--- src/rtl/msi_ring_pkg.sv ---
`timescale 1ns/1ps
package msi_ring_pkg;

    localparam int CODE_W = 2;

    localparam logic [2:0] REG_CTRL    = 3'd0;
    localparam logic [2:0] REG_BASE_HI = 3'd3;
    localparam logic [2:0] REG_BASE_LO = 3'd4;
    localparam logic [2:0] REG_RD_OFF  = 3'd5;
    localparam logic [2:0] REG_WR_OFF  = 3'd6;

    localparam int BIT_EN     = 0;
    localparam int BIT_FDET   = 1;
    localparam int BIT_IRQ    = 3;
    localparam int BIT_STOP   = 4;
    localparam int BIT_SIZE   = 8;
    localparam int BIT_STICKY = 16;

    typedef struct packed {
        logic [CODE_W-1:0] size_code;
        logic              stop_en;
        logic              irq_en;
        logic              fdet_en;
        logic              enable;
    } ctrl_t;

    // Byte mask of a record offset inside a ring of 2^(code+min_shift) bytes.
    function automatic logic [31:0] ring_mask(input logic [CODE_W-1:0] code,
                                              input int min_shift);
        logic [31:0] sz;
        sz = 32'd1 << (min_shift + int'(code));
        return (sz - 32'd1) & ~32'hF;
    endfunction

endpackage

--- src/rtl/msi_ring_regs.sv ---
`timescale 1ns/1ps
module msi_ring_regs
    import msi_ring_pkg::*;
#(
    parameter int OFF_W  = 18,
    parameter int ADDR_W = 64
) (
    input  logic              clk,
    input  logic              rst,
    input  logic [2:0]        cfg_addr,
    input  logic              cfg_wr_en,
    input  logic [31:0]       cfg_wr_data,
    output logic [31:0]       cfg_rd_data,
    input  logic              full_hit,
    input  logic [OFF_W-1:0]  wr_off,
    output ctrl_t             ctrl_q,
    output logic [ADDR_W-1:0] base_q,
    output logic [OFF_W-1:0]  rd_off_q
);
    logic sticky_q;
    logic ctrl_wr;

    assign ctrl_wr = cfg_wr_en && (cfg_addr == REG_CTRL);

    always_ff @(posedge clk) begin
        if (rst) begin
            ctrl_q   <= '0;
            base_q   <= '0;
            rd_off_q <= '0;
            sticky_q <= 1'b0;
        end else begin
            if (cfg_wr_en) begin
                case (cfg_addr)
                    REG_CTRL: begin
                        ctrl_q.enable    <= cfg_wr_data[BIT_EN];
                        ctrl_q.fdet_en   <= cfg_wr_data[BIT_FDET];
                        ctrl_q.irq_en    <= cfg_wr_data[BIT_IRQ];
                        ctrl_q.stop_en   <= cfg_wr_data[BIT_STOP];
                        ctrl_q.size_code <= cfg_wr_data[BIT_SIZE +: CODE_W];
                    end
                    REG_BASE_HI: base_q[ADDR_W-1:32] <= cfg_wr_data[ADDR_W-33:0];
                    REG_BASE_LO: base_q[31:0]        <= cfg_wr_data;
                    REG_RD_OFF:  rd_off_q <= {cfg_wr_data[OFF_W-1:4], 4'h0};
                    default: ;
                endcase
            end
            if (full_hit)
                sticky_q <= 1'b1;
            else if (ctrl_wr && cfg_wr_data[BIT_STICKY])
                sticky_q <= 1'b0;
        end
    end

    always_comb begin
        cfg_rd_data = '0;
        case (cfg_addr)
            REG_CTRL: begin
                cfg_rd_data[BIT_EN]              = ctrl_q.enable;
                cfg_rd_data[BIT_FDET]            = ctrl_q.fdet_en;
                cfg_rd_data[BIT_IRQ]             = ctrl_q.irq_en;
                cfg_rd_data[BIT_STOP]            = ctrl_q.stop_en;
                cfg_rd_data[BIT_SIZE +: CODE_W]  = ctrl_q.size_code;
                cfg_rd_data[BIT_STICKY]          = sticky_q;
            end
            REG_BASE_HI: cfg_rd_data = base_q[ADDR_W-1:32];
            REG_BASE_LO: cfg_rd_data = base_q[31:0];
            REG_RD_OFF:  cfg_rd_data[OFF_W-1:0] = rd_off_q;
            REG_WR_OFF:  cfg_rd_data[OFF_W-1:0] = wr_off;
            default:     cfg_rd_data = '0;
        endcase
    end

endmodule

--- src/rtl/msi_ring_engine.sv ---
`timescale 1ns/1ps
module msi_ring_engine
    import msi_ring_pkg::*;
#(
    parameter int OFF_W       = 18,
    parameter int ADDR_W      = 64,
    parameter int MIN_SHIFT   = 15,
    parameter int ENTRY_BYTES = 16
) (
    input  logic                     clk,
    input  logic                     rst,
    input  logic                     enable,
    input  logic                     fdet_en,
    input  logic                     stop_en,
    input  logic [CODE_W-1:0]        size_code,
    input  logic [ADDR_W-1:0]        base,
    input  logic [OFF_W-1:0]         rd_off,
    input  logic                     msg_valid,
    output logic                     msg_ready,
    input  logic [31:0]              msg_data,
    output logic                     mem_req_valid,
    input  logic                     mem_req_ready,
    output logic [ADDR_W-1:0]        mem_req_addr,
    output logic [ENTRY_BYTES*8-1:0] mem_req_data,
    output logic [OFF_W-1:0]         wr_off,
    output logic [OFF_W-1:0]         wr_pos,
    output logic [OFF_W-1:0]         rd_pos,
    output logic                     full_hit
);
    localparam int ENTRY_W     = ENTRY_BYTES * 8;
    localparam int ENTRY_WORDS = ENTRY_BYTES / 4;

    logic [OFF_W-1:0]   mask;
    logic [OFF_W-1:0]   next_off;
    logic               is_full;
    logic               accept;
    logic               store;
    logic [ENTRY_W-1:0] record;

    assign mask     = OFF_W'(ring_mask(size_code, MIN_SHIFT));
    assign wr_pos   = wr_off & mask;
    assign rd_pos   = rd_off & mask;
    assign next_off = (wr_pos + OFF_W'(ENTRY_BYTES)) & mask;
    assign is_full  = fdet_en && (next_off == rd_pos);

    assign msg_ready = !enable || !mem_req_valid;
    assign accept    = msg_valid && msg_ready && enable;
    assign store     = accept && !(is_full && stop_en);
    assign full_hit  = accept && is_full;

    // Record layout: word 0 holds the message, remaining words are zero.
    for (genvar gi = 0; gi < ENTRY_WORDS; gi++) begin : g_word
        if (gi == 0) begin : g_msg
            assign record[31:0] = msg_data;
        end else begin : g_pad
            assign record[gi*32 +: 32] = 32'h0;
        end
    end

    always_ff @(posedge clk) begin
        if (rst) begin
            mem_req_valid <= 1'b0;
            mem_req_addr  <= '0;
            mem_req_data  <= '0;
            wr_off        <= '0;
        end else begin
            if (mem_req_valid && mem_req_ready)
                mem_req_valid <= 1'b0;
            if (store) begin
                mem_req_valid <= 1'b1;
                mem_req_addr  <= base + {{(ADDR_W-OFF_W){1'b0}}, wr_pos};
                mem_req_data  <= record;
                wr_off        <= next_off;
            end
        end
    end

endmodule

--- src/rtl/msi_ring_irq.sv ---
`timescale 1ns/1ps
module msi_ring_irq #(
    parameter int OFF_W = 18
) (
    input  logic             enable,
    input  logic             irq_en,
    input  logic [OFF_W-1:0] wr_pos,
    input  logic [OFF_W-1:0] rd_pos,
    output logic             irq_out
);
    logic pending;

    assign pending = (wr_pos != rd_pos);
    assign irq_out = enable && irq_en && pending;

endmodule

--- src/rtl/msi_ring_writer.sv ---
`timescale 1ns/1ps
module msi_ring_writer
    import msi_ring_pkg::*;
#(
    parameter int MIN_SHIFT   = 15,
    parameter int ADDR_W      = 64,
    parameter int ENTRY_BYTES = 16
) (
    input  logic                     clk,
    input  logic                     rst,
    input  logic [2:0]               cfg_addr,
    input  logic                     cfg_wr_en,
    input  logic [31:0]              cfg_wr_data,
    output logic [31:0]              cfg_rd_data,
    input  logic                     msg_valid,
    output logic                     msg_ready,
    input  logic [31:0]              msg_data,
    output logic                     mem_req_valid,
    input  logic                     mem_req_ready,
    output logic [ADDR_W-1:0]        mem_req_addr,
    output logic [ENTRY_BYTES*8-1:0] mem_req_data,
    output logic                     irq_out
);
    localparam int OFF_W = MIN_SHIFT + (1 << CODE_W) - 1;

    ctrl_t             ctrl_q;
    logic [ADDR_W-1:0] base_q;
    logic [OFF_W-1:0]  rd_off_q;
    logic [OFF_W-1:0]  wr_off_q;
    logic [OFF_W-1:0]  wr_pos;
    logic [OFF_W-1:0]  rd_pos;
    logic              full_hit;

    msi_ring_regs #(.OFF_W(OFF_W), .ADDR_W(ADDR_W)) regs_i (
        .clk        (clk),
        .rst        (rst),
        .cfg_addr   (cfg_addr),
        .cfg_wr_en  (cfg_wr_en),
        .cfg_wr_data(cfg_wr_data),
        .cfg_rd_data(cfg_rd_data),
        .full_hit   (full_hit),
        .wr_off     (wr_off_q),
        .ctrl_q     (ctrl_q),
        .base_q     (base_q),
        .rd_off_q   (rd_off_q)
    );

    msi_ring_engine #(
        .OFF_W(OFF_W), .ADDR_W(ADDR_W),
        .MIN_SHIFT(MIN_SHIFT), .ENTRY_BYTES(ENTRY_BYTES)
    ) engine_i (
        .clk          (clk),
        .rst          (rst),
        .enable       (ctrl_q.enable),
        .fdet_en      (ctrl_q.fdet_en),
        .stop_en      (ctrl_q.stop_en),
        .size_code    (ctrl_q.size_code),
        .base         (base_q),
        .rd_off       (rd_off_q),
        .msg_valid    (msg_valid),
        .msg_ready    (msg_ready),
        .msg_data     (msg_data),
        .mem_req_valid(mem_req_valid),
        .mem_req_ready(mem_req_ready),
        .mem_req_addr (mem_req_addr),
        .mem_req_data (mem_req_data),
        .wr_off       (wr_off_q),
        .wr_pos       (wr_pos),
        .rd_pos       (rd_pos),
        .full_hit     (full_hit)
    );

    msi_ring_irq #(.OFF_W(OFF_W)) irq_i (
        .enable (ctrl_q.enable),
        .irq_en (ctrl_q.irq_en),
        .wr_pos (wr_pos),
        .rd_pos (rd_pos),
        .irq_out(irq_out)
    );

endmodule

--- config.mk ---
export PLATFORM = sky130hd
export DESIGN_NAME = msi_ring_writer
export DESIGN_NICKNAME = d
export VERILOG_FILES = /design/src/rtl/msi_ring_pkg.sv /design/src/rtl/msi_ring_regs.sv /design/src/rtl/msi_ring_engine.sv /design/src/rtl/msi_ring_irq.sv /design/src/rtl/msi_ring_writer.sv
export SDC_FILE = /design/constraint.sdc
export NUM_CORES = 1
export LEC_CHECK = 0
export CAP_MARGIN = 20
export CELL_PAD_IN_SITES_DETAIL_PLACEMENT = 1
export CELL_PAD_IN_SITES_GLOBAL_PLACEMENT = 1
export CORE_ASPECT_RATIO = 1.1
export CORE_MARGIN = 4
export CORE_UTILIZATION = 35
export CTS_CLUSTER_SIZE = 25
export DETAILED_ROUTE_END_ITERATION = 10
export PLACE_DENSITY_LB_ADDON = 0.3
export SYNTH_ARGS = -nofsm -noshare
export SYNTH_HDL_FRONTEND = slang
export SYNTH_HIERARCHICAL = 1
export SYNTH_SLANG_ARGS = --single-unit
--- constraint.sdc ---
create_clock -name clk -period 3.91 [get_ports clk]
set_input_delay 0.782 -clock clk [delete_from_list [all_inputs] [get_ports clk]]
set_output_delay 0.782 -clock clk [all_outputs]
set_load 0.1 [all_outputs]
### Yosys cells after proc, flatten, opt, wreduce, memory -nomap -nowiden

Cells that the tools add are included.

| operators by class | value |
|---|---|
| add/subtract/negate cells | 4 |
| equality and inequality tests | 6 |
| shift operators | 1 |
| muxes and demuxes | 13 |
| bitwise operators | 3 |
| reduce and logical (&&, ||, !) cells | 22 |

Operator list:

| operator | count |
|---|---|
| adder 64 x 18 -> 64 bit | 1 |
| AND 18 bit | 3 |
| left shift 1 x 32 -> 18 bit (first input constant) | 1 |
| one-hot mux 14 bit (2 select lines) | 1 |
| one-hot mux 6 bit (4 select lines) | 1 |
| one-hot mux 2 bit (5 select lines) | 2 |
| adder 18 x 5 -> 18 bit (second input constant) | 1 |
| == test 18 bit | 1 |
| inequality test 18 bit | 1 |
| subtractor 18 x 1 -> 18 bit (second input constant) | 1 |
| one-hot mux 3 bit (4 select lines) | 1 |
| logical AND 1 bit | 11 |
| == test 3 bit (second input constant) | 3 |
| one-hot mux 2 bit (4 select lines) | 1 |
| AND reduction 2 bit | 4 |
| adder 4 x 2 -> 5 bit (first input constant) | 1 |
| one-hot mux 1 bit (5 select lines) | 1 |
| two-way mux 1 bit | 4 |
| one-hot mux 1 bit (4 select lines) | 1 |
| nonzero test 2 bit | 2 |
| == test 3 x 2 -> 1 bit (second input constant) | 1 |
| zero test 1 bit | 3 |
| zero test 3 bit | 1 |
| one-hot mux 1 bit (3 select lines) | 1 |
| logical OR 1 bit | 1 |

| storage, ports and cells | value |
|---|---|
| bits in registers | 200 |
| bits of input ports | 72 |
| output and inout bits | 227 |

### Longest topological paths before layout

| logic depth | value |
|---|---|
| depth after elaboration | 12 |
| depth in mapped cells | 14 |

### Cells and area by module

The synthesis kept the hierarchy.

Modules (own cells, without submodules):

| module | times used | cells an instance | area each (sq um) | sequential area each (sq um) |
|---|---|---|---|---|
| msi_ring_engine | 1 | 954 | 7538.5 | 2222.1 |
| msi_ring_regs | 1 | 483 | 3823.7 | 1701.6 |
| msi_ring_irq | 1 | 25 | 200.2 | 0.0 |

### Worst setup path before layout

Ideal clock, no wire load.

| path | value |
|---|---|
| kind | input port to output port |
| from | in cfg_addr[0] |
| to | out cfg_rd_data[2] |
| arrival time | 3.607 ns |
| required time | 3.128 ns |
| setup slack | -0.479 ns |
| cell stages on the path | 5 |
| cells stage by stage | buf_2 -> buf_2 -> buf_4 -> nand2b_1 -> o21ai_0 |

| on the way | value |
|---|---|
| word-level cells in the longest chain between the ends | 2 |

RTL lines:

| what | line | text |
|---|---|---|
| start: declaration | msi_ring_writer.sv:11 | `input logic [2:0] cfg_addr,` |
| == test 3 bit / == test 3 x 2 -> 1 bit (equally long branches) | msi_ring_regs.sv:56 | `case (cfg_addr)` |
| one-hot mux 1 bit (3 select lines) (*) | msi_ring_regs.sv:56 |  |
| end: declaration | msi_ring_writer.sv:14 | `output logic [31:0] cfg_rd_data,` |

Every way passes the cells marked *; elsewhere a longest branch is shown, timed or not.

### Worst setup path after layout

| path | value |
|---|---|
| from | reg regs_i/ctrl_q[4] (netlist name) |
| to | out irq_out |

| on the way | value |
|---|---|
| word-level cells in the longest chain between the ends | 6 |

RTL lines:

| what | line | text |
|---|---|---|
| adder 4 x 2 -> 5 bit | msi_ring_pkg.sv:31 | `sz = 32'd1 << (min_shift + int'(code));` |
| left shift 1 x 32 -> 18 bit | msi_ring_pkg.sv:31 |  |
| subtractor 18 x 1 -> 18 bit | msi_ring_pkg.sv:32 | `return (sz - 32'd1) & ~32'hF;` |
| AND 18 bit | msi_ring_engine.sv:41 | `assign wr_pos = wr_off & mask;` |
| net wr_pos[16] | msi_ring_writer.sv:30 | `logic [OFF_W-1:0] wr_pos;` |
| inequality test 18 bit | msi_ring_irq.sv:13 | `assign pending = (wr_pos != rd_pos);` |
| logical AND 1 bit | msi_ring_irq.sv:14 | `assign irq_out = enable && irq_en && pending;` |
| end: declaration | msi_ring_writer.sv:22 | `output logic irq_out` |

The timed path passes the listed nets, and every way through them passes these cells.

==> flow_metrics.tcl <==
set metrics [dict create \
    totalWireLength_um 44600 \
    cap_violations 0 \
    required_ns 3.13 \
    die_width_um 181 \
    clk_pin_slew_worst_paths_ns 0.08 \
    clk-insertion-delay-late_ns 0.46 \
    cts-htree-levels 4 \
    grtUsageMet2_pct 37.7 \
    grt_max_degree 67 \
    row_count 69 \
    tns_ns 0 \
    ctsLongestPathBuffers 2 \
    hold_start "engine_i/mem_req_data[12]" \
    tritoncts "yes" \
    drc 0 \
    worstSetupPathType "register to output port" \
    finalSetupViolations 0 \
    slowest_delay_ns 0.39 \
    wl_per_cell_um 21.9 \
    dpl_worst_slack_ns 0.285 \
    cts_resized 0 \
    syn2layout_area_growth_pct 25.4 \
    hold_path_class "register to register" \
    clock.fmax_ghz 0.270 \
    cp.arrival_ns 2.92 \
    vias 11200 \
    grt_usage_pct 23.9 \
    use_met3_pct 4.92 \
    drv_slew 0 \
    cts_root_buf "clkbuf_16" \
    finalPower_mw 4.82 \
    worstMarginPinSlew_ns 1.12 \
    holdPathStages 2 \
    startpoint_type "register" \
    use_met1_pct 32.2 \
    crit_buf_inv 2 \
    postRouteAntennaNets 0 \
    syn_area_mm2 0.0115 \
    synthesis.yosys.warnings 6 \
    synthCells 1457 \
    path_delay_family "simple AND/OR/NAND/NOR gates" \
    r2r_start "regs_i/ctrl_q[4]" \
    cts_setup_buffers 0 \
    fill_cells 3841 \
    fin_crit_ns 3.70 \
    reg2regPathDepth 13 \
    whs_endpoint "engine_i/mem_req_data[12]" \
    hold_viol 0 \
    worst_slack_ns 0.205 \
    gp_congestion 0.974 \
    antennaDiodeCount 0 \
    cp-end-kind "output port" \
    drive_gt1_share_pct 9.83 \
    fin_nets 1684 \
    die-area_mm2 0.0359 \
    reg2reg_slack_ns 0.26 \
    core_region_area_mm2 0.0324 \
    grt_overflow 0 \
    cellLeakagePower_nw 4.95 \
    die_y_um 198 \
    drtIter0Drc 856 \
    cp_max_fo 10 \
    rsz0062_at_grt "no" \
    grt_pass1_vias 11000 \
    fin_skew_ns 0.0157 \
    vdd_drop_max_v 0.000280 \
    grt_pass1_wl_um 67700 \
    top_usage_layer "met2" \
    cts-buffers-inserted 17 \
    start_util_pct 35.6 \
    timing.rr.end "engine_i/mem_req_addr[37]" \
    port_buffers 202 \
    cts_hold_buf 0 \
    drt_first_pass_iters 5 \
    hpwlAfterDp_um 32900 \
    power.density_mw_per_mm2 334 \
    crit_chain "or2_2 -> inv_1 -> ha_1 -> nor2b_1 -> xnor2_1 -> nand4_1 -> nor3_1 -> a41oi_2 -> buf_4" \
    post-route-period-util_pct 94.7 \
    critPathSlowestCell "dfxtp_1" \
    viasPerCell 5.53 \
    clock_sinks 196 \
    boundaryPins 299 \
    status "complete, no violations" \
    syn_avg_cell_area_um2 7.91 \
    antenna_found_initial 0 \
    slew_headroom_pct 25.3 \
]
[stage by stage]
stage               util (%)  instance area, um2  instances  hold WS, ns
floorplan                  -               12000       1564        0.446
global placement        42.8               13800       2002        0.459
detailed placement      42.8               13800       2002        0.470
CTS                     44.6               14400       2034        0.481
global route            44.6               14500       2034        0.501
finish                  44.6               14500       2034        0.480
[state kept, by name, indices dropped and copies added (netlist names)]
name	count
engine_i/mem_req_addr	64
regs_i/base_q	64
engine_i/mem_req_data	32
engine_i/wr_off	14
regs_i/rd_off_q	14
regs_i/ctrl_q	6
engine_i/mem_req_valid	1
regs_i/sticky_q	1
[worst reg2reg max path: stages, from the launching register on]
cell	delay, ns
dfxtp_1	0.39
or2_2	0.38
inv_1	0.12
ha_1	0.29
nor2b_1	0.27
ha_1	0.28
and3_1	0.23
nand3_1	0.09
a21oi_1	0.30
nor3_1	0.11
buf_4	0.21
a2111oi_1	0.48
xnor2_1	0.17
a211oi_1	0.26
[placed cells by master (no fill, tap or decap), types with 37 or more instances in the layout]
master,count
nand2_1,204
a211oi_1,41
conb_1,108
nand3_1,68
buf_4,41
dfxtp_1,196
xnor2_1,56
nand4_1,39
clkdlybuf4s50_1,168
o21ai_0,64
buf_12,37
a21oi_1,208
[report_power, final]
part	switching [mW]	internal (mW)
clock network	0.910	0.964
logic	0.704	0.178
registers	0.0424	2.02
[layout make-up]
cell class | instances | area [um2] | area share, %
clock buffer | 17 | 425 | 2.94
clock inverter | 15 | 173 | 1.19
inverter | 9 | 33.8 | 0.234
multi-input combinational | 1123 | 6610 | 45.7
sequential | 196 | 3920 | 27.1
tap | 426 | 533 | 3.69
timing repair buffer | 248 | 2750 | 19.0
[layer usage]
metal  vias to the layer above  share of wire (%)
li1                       5216                  -
met1                      5563                 45
met2                       395                 45
met3                        74                6.7
met4                         0                3.4
met5                         -                  0
[worst max path at each step]
stage,from,end,slack (ns),cells after the start
finish,regs_i/ctrl_q[4],irq_out,0.21,9
global route,regs_i/ctrl_q[4],engine_i/mem_req_addr[33],0.03,13
global placement,cfg_addr[1],cfg_rd_data[6],0.35,6
CTS,regs_i/ctrl_q[4],irq_out,0.17,9
floorplan,cfg_addr[0],cfg_rd_data[1],0.04,6
detailed placement,regs_i/ctrl_q[4],engine_i/mem_req_addr[37],0.29,13
Power figures use the tool's default switching activity.
